File: config.mk
export PLATFORM = sky130hd
export DESIGN_NAME = ts_len_check
export DESIGN_NICKNAME = d
export VERILOG_FILES = /design/src/rtl/ts_pkg.sv /design/src/rtl/ts_frame_ctl.sv /design/src/rtl/ts_stamp_watch.sv /design/src/rtl/ts_stat_regs.sv /design/src/rtl/ts_len_check.sv
export SDC_FILE = /design/constraint.sdc
export NUM_CORES = 1
export LEC_CHECK = 0
export BUFFER_PORTS_ARGS = -buffer_cell sky130_fd_sc_hd__buf_2
export CORE_UTILIZATION = 53
export DETAILED_ROUTE_END_ITERATION = 16
export PLACE_DENSITY = 0.73
export SYNTH_ARGS = -nofsm -noshare
export SYNTH_HDL_FRONTEND = slang
export SYNTH_HIERARCHICAL = 1
export SYNTH_SLANG_ARGS = --single-unit
File: constraint.sdc
create_clock -name clk -period 3.2 [get_ports clk]
set_input_delay 0 -clock clk [delete_from_list [all_inputs] [get_ports clk]]
set_output_delay 0 -clock clk [all_outputs]
set_load 0.05 [all_outputs]
File: src/rtl/ts_pkg.sv
package ts_pkg;
    localparam int ADDR_W = 3;
    localparam int NFLAG  = 4;

    localparam logic [ADDR_W-1:0] A_CTRL  = 3'd0;
    localparam logic [ADDR_W-1:0] A_STAT  = 3'd1;
    localparam logic [ADDR_W-1:0] A_IEN   = 3'd2;
    localparam logic [ADDR_W-1:0] A_PKT   = 3'd3;
    localparam logic [ADDR_W-1:0] A_LONG  = 3'd4;
    localparam logic [ADDR_W-1:0] A_SHORT = 3'd5;

    localparam int B_LONG  = 0;
    localparam int B_SHORT = 1;
    localparam int B_OVF   = 2;
    localparam int B_WRAP  = 3;

    // Per-packet outcome, valid for one cycle at the last byte
    typedef struct packed {
        logic good;
        logic long_pkt;
        logic short_pkt;
        logic ovf;
        logic ended;
    } ev_t;
endpackage

File: src/rtl/ts_frame_ctl.sv
module ts_frame_ctl
    import ts_pkg::*;
#(
    parameter int LEN_A = 188,
    parameter int LEN_B = 192
) (
    input  logic       clk,
    input  logic       rst_n,
    input  logic       len_sel,
    input  logic       in_valid,
    input  logic       in_sop,
    input  logic       in_eop,
    input  logic [7:0] in_data,
    input  logic       fifo_full,
    output logic       fifo_wr,
    output logic [7:0] fifo_data,
    output logic       fifo_commit,
    output logic       fifo_abort,
    output ev_t        ev
);
    localparam int LEN_MAX = (LEN_A > LEN_B) ? LEN_A : LEN_B;
    localparam int CW      = $clog2(LEN_MAX + 2);
    localparam logic [CW-1:0] NOM_A   = CW'(LEN_A);
    localparam logic [CW-1:0] NOM_B   = CW'(LEN_B);
    localparam logic [CW-1:0] CNT_TOP = CW'(LEN_MAX + 1);

    typedef struct packed {
        logic          in_pkt;
        logic [CW-1:0] cnt;
        logic          ovf;
        logic          wr;
        logic [7:0]    data;
        logic          commit;
        logic          abort;
    } st_t;

    st_t st_d, st_q;

    logic [CW-1:0] nom;
    logic [CW-1:0] idx;
    logic          take, first, ovf_acc, need;

    always_comb begin
        st_d        = st_q;
        st_d.wr     = 1'b0;
        st_d.commit = 1'b0;
        st_d.abort  = 1'b0;
        ev          = '0;

        nom     = len_sel ? NOM_B : NOM_A;
        take    = in_valid & (st_q.in_pkt | in_sop);
        first   = in_sop & ~st_q.in_pkt;
        idx     = first ? '0 : st_q.cnt;
        ovf_acc = first ? 1'b0 : st_q.ovf;
        need    = (idx < nom);

        if (take) begin
            st_d.in_pkt = 1'b1;
            st_d.cnt    = (idx == CNT_TOP) ? idx : idx + 1'b1;
            st_d.ovf    = ovf_acc | (need & fifo_full);
            st_d.wr     = need & ~fifo_full & ~ovf_acc;
            st_d.data   = in_data;
            if (in_eop) begin
                st_d.in_pkt  = 1'b0;
                ev.ended     = 1'b1;
                ev.ovf       = st_d.ovf;
                ev.short_pkt = (st_d.cnt < nom);
                ev.good      = ~ev.short_pkt & ~st_d.ovf;
                ev.long_pkt  = ev.good & (st_d.cnt > nom);
                st_d.commit  = ev.good;
                st_d.abort   = ~ev.good;
            end
        end
    end

    always_ff @(posedge clk or negedge rst_n) begin
        if (!rst_n) st_q <= '0;
        else        st_q <= st_d;
    end

    assign fifo_wr     = st_q.wr;
    assign fifo_data   = st_q.data;
    assign fifo_commit = st_q.commit;
    assign fifo_abort  = st_q.abort;
endmodule

File: src/rtl/ts_stamp_watch.sv
module ts_stamp_watch (
    input  logic clk,
    input  logic rst_n,
    input  logic pkt_end,
    input  logic ts_wrap,
    output logic hit
);
    typedef struct packed {
        logic armed;
    } st_t;

    st_t st_d, st_q;

    always_comb begin
        st_d = st_q;
        hit  = ts_wrap & st_q.armed;
        if (pkt_end)  st_d.armed = 1'b1;
        else if (hit) st_d.armed = 1'b0;
    end

    always_ff @(posedge clk or negedge rst_n) begin
        if (!rst_n) st_q <= '0;
        else        st_q <= st_d;
    end
endmodule

File: src/rtl/ts_stat_regs.sv
module ts_stat_regs
    import ts_pkg::*;
#(
    parameter int REG_W = 16
) (
    input  logic              clk,
    input  logic              rst_n,
    input  ev_t               ev,
    input  logic              wrap_hit,
    input  logic [ADDR_W-1:0] reg_addr,
    input  logic              reg_wr,
    input  logic [REG_W-1:0]  reg_wdata,
    output logic [REG_W-1:0]  reg_rdata,
    output logic              len_sel,
    output logic [NFLAG-1:0]  status,
    output logic [NFLAG-1:0]  ien,
    output logic [REG_W-1:0]  pkt_cnt,
    output logic [REG_W-1:0]  short_cnt,
    output logic              irq
);
    localparam logic [REG_W-1:0] CNT_MAX = '1;

    typedef struct packed {
        logic             ctrl;
        logic [NFLAG-1:0] stat;
        logic [NFLAG-1:0] ien;
        logic [REG_W-1:0] pkt;
        logic [REG_W-1:0] lng;
        logic [REG_W-1:0] sht;
    } st_t;

    st_t st_d, st_q;
    logic [NFLAG-1:0] set_vec;

    always_comb begin
        st_d = st_q;

        set_vec          = '0;
        set_vec[B_LONG]  = ev.long_pkt;
        set_vec[B_SHORT] = ev.short_pkt;
        set_vec[B_OVF]   = ev.ovf;
        set_vec[B_WRAP]  = wrap_hit;

        if (reg_wr) begin
            unique case (reg_addr)
                A_CTRL:  st_d.ctrl = reg_wdata[0];
                A_STAT:  st_d.stat = st_q.stat & ~reg_wdata[NFLAG-1:0];
                A_IEN:   st_d.ien  = reg_wdata[NFLAG-1:0];
                default: ;
            endcase
        end
        st_d.stat = st_d.stat | set_vec;

        if (ev.good && st_q.pkt != CNT_MAX)      st_d.pkt = st_q.pkt + 1'b1;
        if (ev.long_pkt && st_q.lng != CNT_MAX)  st_d.lng = st_q.lng + 1'b1;
        if (ev.short_pkt && st_q.sht != CNT_MAX) st_d.sht = st_q.sht + 1'b1;
    end

    always_ff @(posedge clk or negedge rst_n) begin
        if (!rst_n) st_q <= '0;
        else        st_q <= st_d;
    end

    always_comb begin
        reg_rdata = '0;
        unique case (reg_addr)
            A_CTRL:  reg_rdata[0]         = st_q.ctrl;
            A_STAT:  reg_rdata[NFLAG-1:0] = st_q.stat;
            A_IEN:   reg_rdata[NFLAG-1:0] = st_q.ien;
            A_PKT:   reg_rdata            = st_q.pkt;
            A_LONG:  reg_rdata            = st_q.lng;
            A_SHORT: reg_rdata            = st_q.sht;
            default: reg_rdata            = '0;
        endcase
    end

    assign len_sel   = st_q.ctrl;
    assign status    = st_q.stat;
    assign ien       = st_q.ien;
    assign pkt_cnt   = st_q.pkt;
    assign short_cnt = st_q.sht;
    assign irq       = |(st_q.stat & st_q.ien);
endmodule

File: src/rtl/ts_len_check.sv
module ts_len_check
    import ts_pkg::*;
#(
    parameter int LEN_A = 188,
    parameter int LEN_B = 192,
    parameter int REG_W = 16
) (
    input  logic              clk,
    input  logic              rst_n,
    input  logic              in_valid,
    input  logic              in_sop,
    input  logic              in_eop,
    input  logic [7:0]        in_data,
    input  logic              fifo_full,
    output logic              fifo_wr,
    output logic [7:0]        fifo_data,
    output logic              fifo_commit,
    output logic              fifo_abort,
    input  logic              ts_wrap,
    input  logic [ADDR_W-1:0] reg_addr,
    input  logic              reg_wr,
    input  logic [REG_W-1:0]  reg_wdata,
    output logic [REG_W-1:0]  reg_rdata,
    output logic              irq
);
    ev_t              ev;
    logic             len_sel;
    logic             wrap_hit;
    logic [NFLAG-1:0] status;
    logic [NFLAG-1:0] ien;
    logic [REG_W-1:0] pkt_cnt;
    logic [REG_W-1:0] short_cnt;

    ts_frame_ctl #(.LEN_A(LEN_A), .LEN_B(LEN_B)) i_frame (
        .clk         (clk),
        .rst_n       (rst_n),
        .len_sel     (len_sel),
        .in_valid    (in_valid),
        .in_sop      (in_sop),
        .in_eop      (in_eop),
        .in_data     (in_data),
        .fifo_full   (fifo_full),
        .fifo_wr     (fifo_wr),
        .fifo_data   (fifo_data),
        .fifo_commit (fifo_commit),
        .fifo_abort  (fifo_abort),
        .ev          (ev)
    );

    ts_stamp_watch i_stamp (
        .clk     (clk),
        .rst_n   (rst_n),
        .pkt_end (ev.ended),
        .ts_wrap (ts_wrap),
        .hit     (wrap_hit)
    );

    ts_stat_regs #(.REG_W(REG_W)) i_regs (
        .clk       (clk),
        .rst_n     (rst_n),
        .ev        (ev),
        .wrap_hit  (wrap_hit),
        .reg_addr  (reg_addr),
        .reg_wr    (reg_wr),
        .reg_wdata (reg_wdata),
        .reg_rdata (reg_rdata),
        .len_sel   (len_sel),
        .status    (status),
        .ien       (ien),
        .pkt_cnt   (pkt_cnt),
        .short_cnt (short_cnt),
        .irq       (irq)
    );
endmodule

==> impl_table.tex <==
\begin{tabular}{lr}
\hline
Metric & Value \\
\hline
\multicolumn{2}{l}{\textbf{Clock tree}} \\
\quad \# clock sinks & 79 \\
\quad Clock tree from TritonCTS & done \\
\quad Root buffer selected by CTS & sky130\_fd\_sc\_hd\_\_clkbuf\_8 \\
\quad Number of clock buffers inserted by TritonCTS & 9 \\
\quad Worst-path clk slew & roughly 0.09 ns \\
\quad Number of buffers between clock root and the deepest sink & 2 \\
\quad Clock latency on the worst-skew pair & 0.35 ns \\
\quad \# H-tree levels & 3 \\
\multicolumn{2}{l}{\textbf{GRT}} \\
\quad Pin count of the biggest net entering global routing & 80 \\
\quad Number of global-route vias before repair & about 3,600 \\
\quad Total Routing Usage GR & a little under a quarter \\
\quad Global-route wire length before repair & around 17,000 um \\
\quad Antenna violations before repair & 0 \\
\quad Overflow left after global routing & 0 \\
\multicolumn{2}{l}{\textbf{Setup path}} \\
\quad Critical Path Slowest Stage Cell & sky130\_fd\_sc\_hd\_\_dfrtp\_1 \\
\quad Endpoint type of the worst setup path & flop \\
\quad Required time of the critical path & between 3 and 4 ns \\
\quad Delay contributed by the slowest stage of the critical path & $\sim$0.4 ns \\
\quad WP data arrival & between 3 and 4 ns \\
\quad Kind of launch point of the worst setup path & flop \\
\quad Worst Setup Path Type & reg2reg \\
\quad CP top delay family & simple AND/OR/NAND/NOR gates \\
\quad Worst-path cell chain & buf\_4 > nand2\_2 > nor2\_1 > xnor2\_1 > nor2\_1 > ha\_1 > and3\_4 > o21ai\_1 > a31o\_2 > nor3\_2 > buf\_4 > nand4\_1 > a211oi\_2 > nand4\_1 > xnor2\_1 \\
\quad Crit Path Max Fanout & 6 \\
\quad CP bufs+invs & 2 \\
\multicolumn{2}{l}{\textbf{Timing}} \\
\quad Final-report max-slew violation count & 0 \\
\quad Final critical delay including setup and external delays & 3.09 ns \\
\quad Hold Violations, Final & 0 \\
\quad Relative slew margins & a little over a third \\
\quad Highest clock rate & 324 MHz \\
\quad Number of endpoints failing setup at the final stage & 0 \\
\quad Final Hold Slack & between 0.06 and 0.07 ns \\
\quad Setup repair after global routing missed its margin & true \\
\quad Final setup skew & between 0.009 and 0.01 ns \\
\quad Final period util & between 90\% and 100\% \\
\quad Worst-Margin Slew & roughly 0.97 ns \\
\quad Post-route worst setup slack & about 0.11 ns \\
\multicolumn{2}{l}{\textbf{Place}} \\
\quad Count of buffers from port buffering & 50 \\
\quad Number of cells after detailed placement & roughly 630 \\
\quad Final GP Congestion & slightly below 0.9 \\
\quad Placement Setup Slack & 0.0397 ns \\
\quad Detailed placer's ending HPWL & $\sim$7300 um \\
\quad Placed Instance Area & about 0.0050 sq mm \\
\multicolumn{2}{l}{\textbf{Layout}} \\
\quad Final design area excluding fillers & between 0.005 and 0.006 sq mm \\
\quad Fillers & roughly 700 \\
\quad Ratio of cells with drive above 1 in the final layout & 23.5\% \\
\quad Final cell count without fillers & 672 \\
\quad Area delta synth->final & 17.9\% \\
\quad Number of inserted diodes & 0 \\
\quad Number of nets in the layout & 607 \\
\multicolumn{2}{l}{\textbf{Route}} \\
\quad Average wire length per cell after detail routing & about 16 um \\
\quad DRT iter0 DRCs & approximately 310 \\
\quad Routed vias & 3,892 \\
\quad DRC violations left & 0 \\
\quad Total routed wirelength & 10,600 um \\
\quad Detailed Routing Iterations Pass 1 & 5 \\
\quad Routed vias/inst & approximately 5.8 \\
\quad DRT antenna net count & 0 \\
\multicolumn{2}{l}{\textbf{Min path}} \\
\quad Class of the worst hold path & in2reg \\
\multicolumn{2}{l}{\textbf{Pwr}} \\
\quad Peak VDD IR & 0.415 mV \\
\quad Total power after layout & 2910 uW \\
\quad Reported leakage power & 0.00255 uW \\
\quad Cell Pwr Density & $\sim$530 mW/mm\^{}2 \\
\multicolumn{2}{l}{\textbf{Synth}} \\
\quad Net count of the mapped netlist & 535 \\
\quad Mean instance size in the synthesized netlist & between 9 and 10 sq um \\
\quad Post-synthesis instance total & slightly below 500 \\
\quad Warnings, synthesis & 6 \\
\quad Post-synthesis instance area & around 0.0046 sq mm \\
\multicolumn{2}{l}{\textbf{Floorplanning}} \\
\quad Initial core utilization & 55.7\% \\
\quad Die outline width & roughly 96 um \\
\quad CORE AREA & roughly 0.0083 sq mm \\
\quad Die area & a little over 0.009 sq mm \\
\quad Number of placement rows & 33 \\
\quad Number of top-level pins & 63 \\
\quad Vertical die dimension & about 96 um \\
\multicolumn{2}{l}{\textbf{Outcome}} \\
\quad Result of the run & completed \\
\multicolumn{2}{l}{\textbf{Flow run}} \\
\quad Number of maximum-capacitance violations & 0 \\
\hline
\end{tabular}
==> cell type report <==
type | instances | area, sq um | share of cell area [%]
clock inverter | 5 | 58.8 | 1.07
timing repair buffer | 90 | 591 | 10.8
inverter | 12 | 46.3 | 0.846
tap | 105 | 131 | 2.40
sequential | 79 | 1980 | 36.2
clock buffer | 11 | 131 | 2.40
multi-input combinational | 370 | 2530 | 46.3
==> where the power goes <==
part / total (uW) / internal [uW] / switching (uW)
Combinational: 929 / 414 / 515
Sequential: 1250 / 1120 / 132
Clock: 725 / 361 / 364
Total: 2910 / 1900 / 1010
==> tightest hold or removal path: stages <==
cell	delay, ns
sky130_fd_sc_hd__buf_2	0.08
sky130_fd_sc_hd__nand2_1	0.14
sky130_fd_sc_hd__o21a_1	0.15
==> worst paths after layout <==
check	slack (ns)	depth (start not counted)	from	endpoint
min	0.07	3	in_eop	i_frame/st_q[20]$_DFFE_PN0P_
max in group asynchronous	2.18	2	rst_n	i_frame/st_q[12]$_DFFE_PN0P_
min in group asynchronous	0.35	2	rst_n	i_frame/fifo_data[4]$_DFFE_PN0P_
max reg2reg	0.11	15	i_frame/st_q[13]$_DFFE_PN0P_	i_regs/pkt_cnt[14]$_DFFE_PN0P_
min reg2reg	0.48	2	i_frame/fifo_data[1]$_DFFE_PN0P_	i_frame/fifo_data[1]$_DFFE_PN0P_
max	0.11	15	i_frame/st_q[13]$_DFFE_PN0P_	i_regs/pkt_cnt[14]$_DFFE_PN0P_
==> flip-flops by register name (all words and copies together), names as in the netlist <==
name and flops:
i_regs/st_q 16, i_regs/status 4, i_frame/fifo_commit 1, i_regs/ien 4, i_regs/len_sel 1, i_frame/fifo_wr 1
i_frame/fifo_data 8, i_regs/short_cnt 16, i_regs/pkt_cnt 16, i_stamp/st_q 1, i_frame/fifo_abort 1, i_frame/st_q 10
==> through the flow <==
stage	util [%]	setup TNS [ns]
floorplan	-	0
global placement	59.7	0
detailed placement	59.7	0
CTS	63.8	0
global route	65.6	-0.344
finish	65.6	0
==> cell usage in the layout, fill, tap and decap left out, types with 3 or more instances in the layout <==
cell type	count
sky130_fd_sc_hd__nor2b_1	4
sky130_fd_sc_hd__clkbuf_8	9
sky130_fd_sc_hd__nand2_2	3
sky130_fd_sc_hd__nand3_1	18
sky130_fd_sc_hd__inv_1	11
sky130_fd_sc_hd__a21o_1	6
sky130_fd_sc_hd__and4_1	6
sky130_fd_sc_hd__buf_2	49
sky130_fd_sc_hd__and2_1	5
sky130_fd_sc_hd__a22oi_1	4
sky130_fd_sc_hd__nand4_1	23
sky130_fd_sc_hd__nor3_2	3
sky130_fd_sc_hd__a22o_1	3
sky130_fd_sc_hd__dfrtp_1	78
sky130_fd_sc_hd__a31oi_1	8
sky130_fd_sc_hd__o21ai_0	23
sky130_fd_sc_hd__dlygate4sd3_1	15
sky130_fd_sc_hd__nor4_1	3
sky130_fd_sc_hd__a311oi_1	3
sky130_fd_sc_hd__ha_1	9
sky130_fd_sc_hd__nor3_1	6
sky130_fd_sc_hd__nand2b_1	5
sky130_fd_sc_hd__and3_1	12
sky130_fd_sc_hd__xor2_1	15
sky130_fd_sc_hd__buf_4	26
sky130_fd_sc_hd__mux2_2	11
sky130_fd_sc_hd__o21a_1	5
sky130_fd_sc_hd__xnor2_1	26
sky130_fd_sc_hd__a21oi_1	13
sky130_fd_sc_hd__nor2_1	23
sky130_fd_sc_hd__nand2_1	66
sky130_fd_sc_hd__mux2i_1	16
==> layer usage <==
metal | part of all wire (%) | track usage, %
met1 | 48 | 33.4
met5 | 0 | 0
met2 | 48 | 37.6
met3 | 3.0 | 4.55
met4 | 1.1 | 7.59
==> what timing repair did <==
action                                  CTS  global route
hold buffers                             15             0
setup buffers                             0            10
endpoints found under the setup margin    0            28
hold endpoints to repair                 99             0
resized for setup                         0            18
Power figures use the tool's default switching activity.
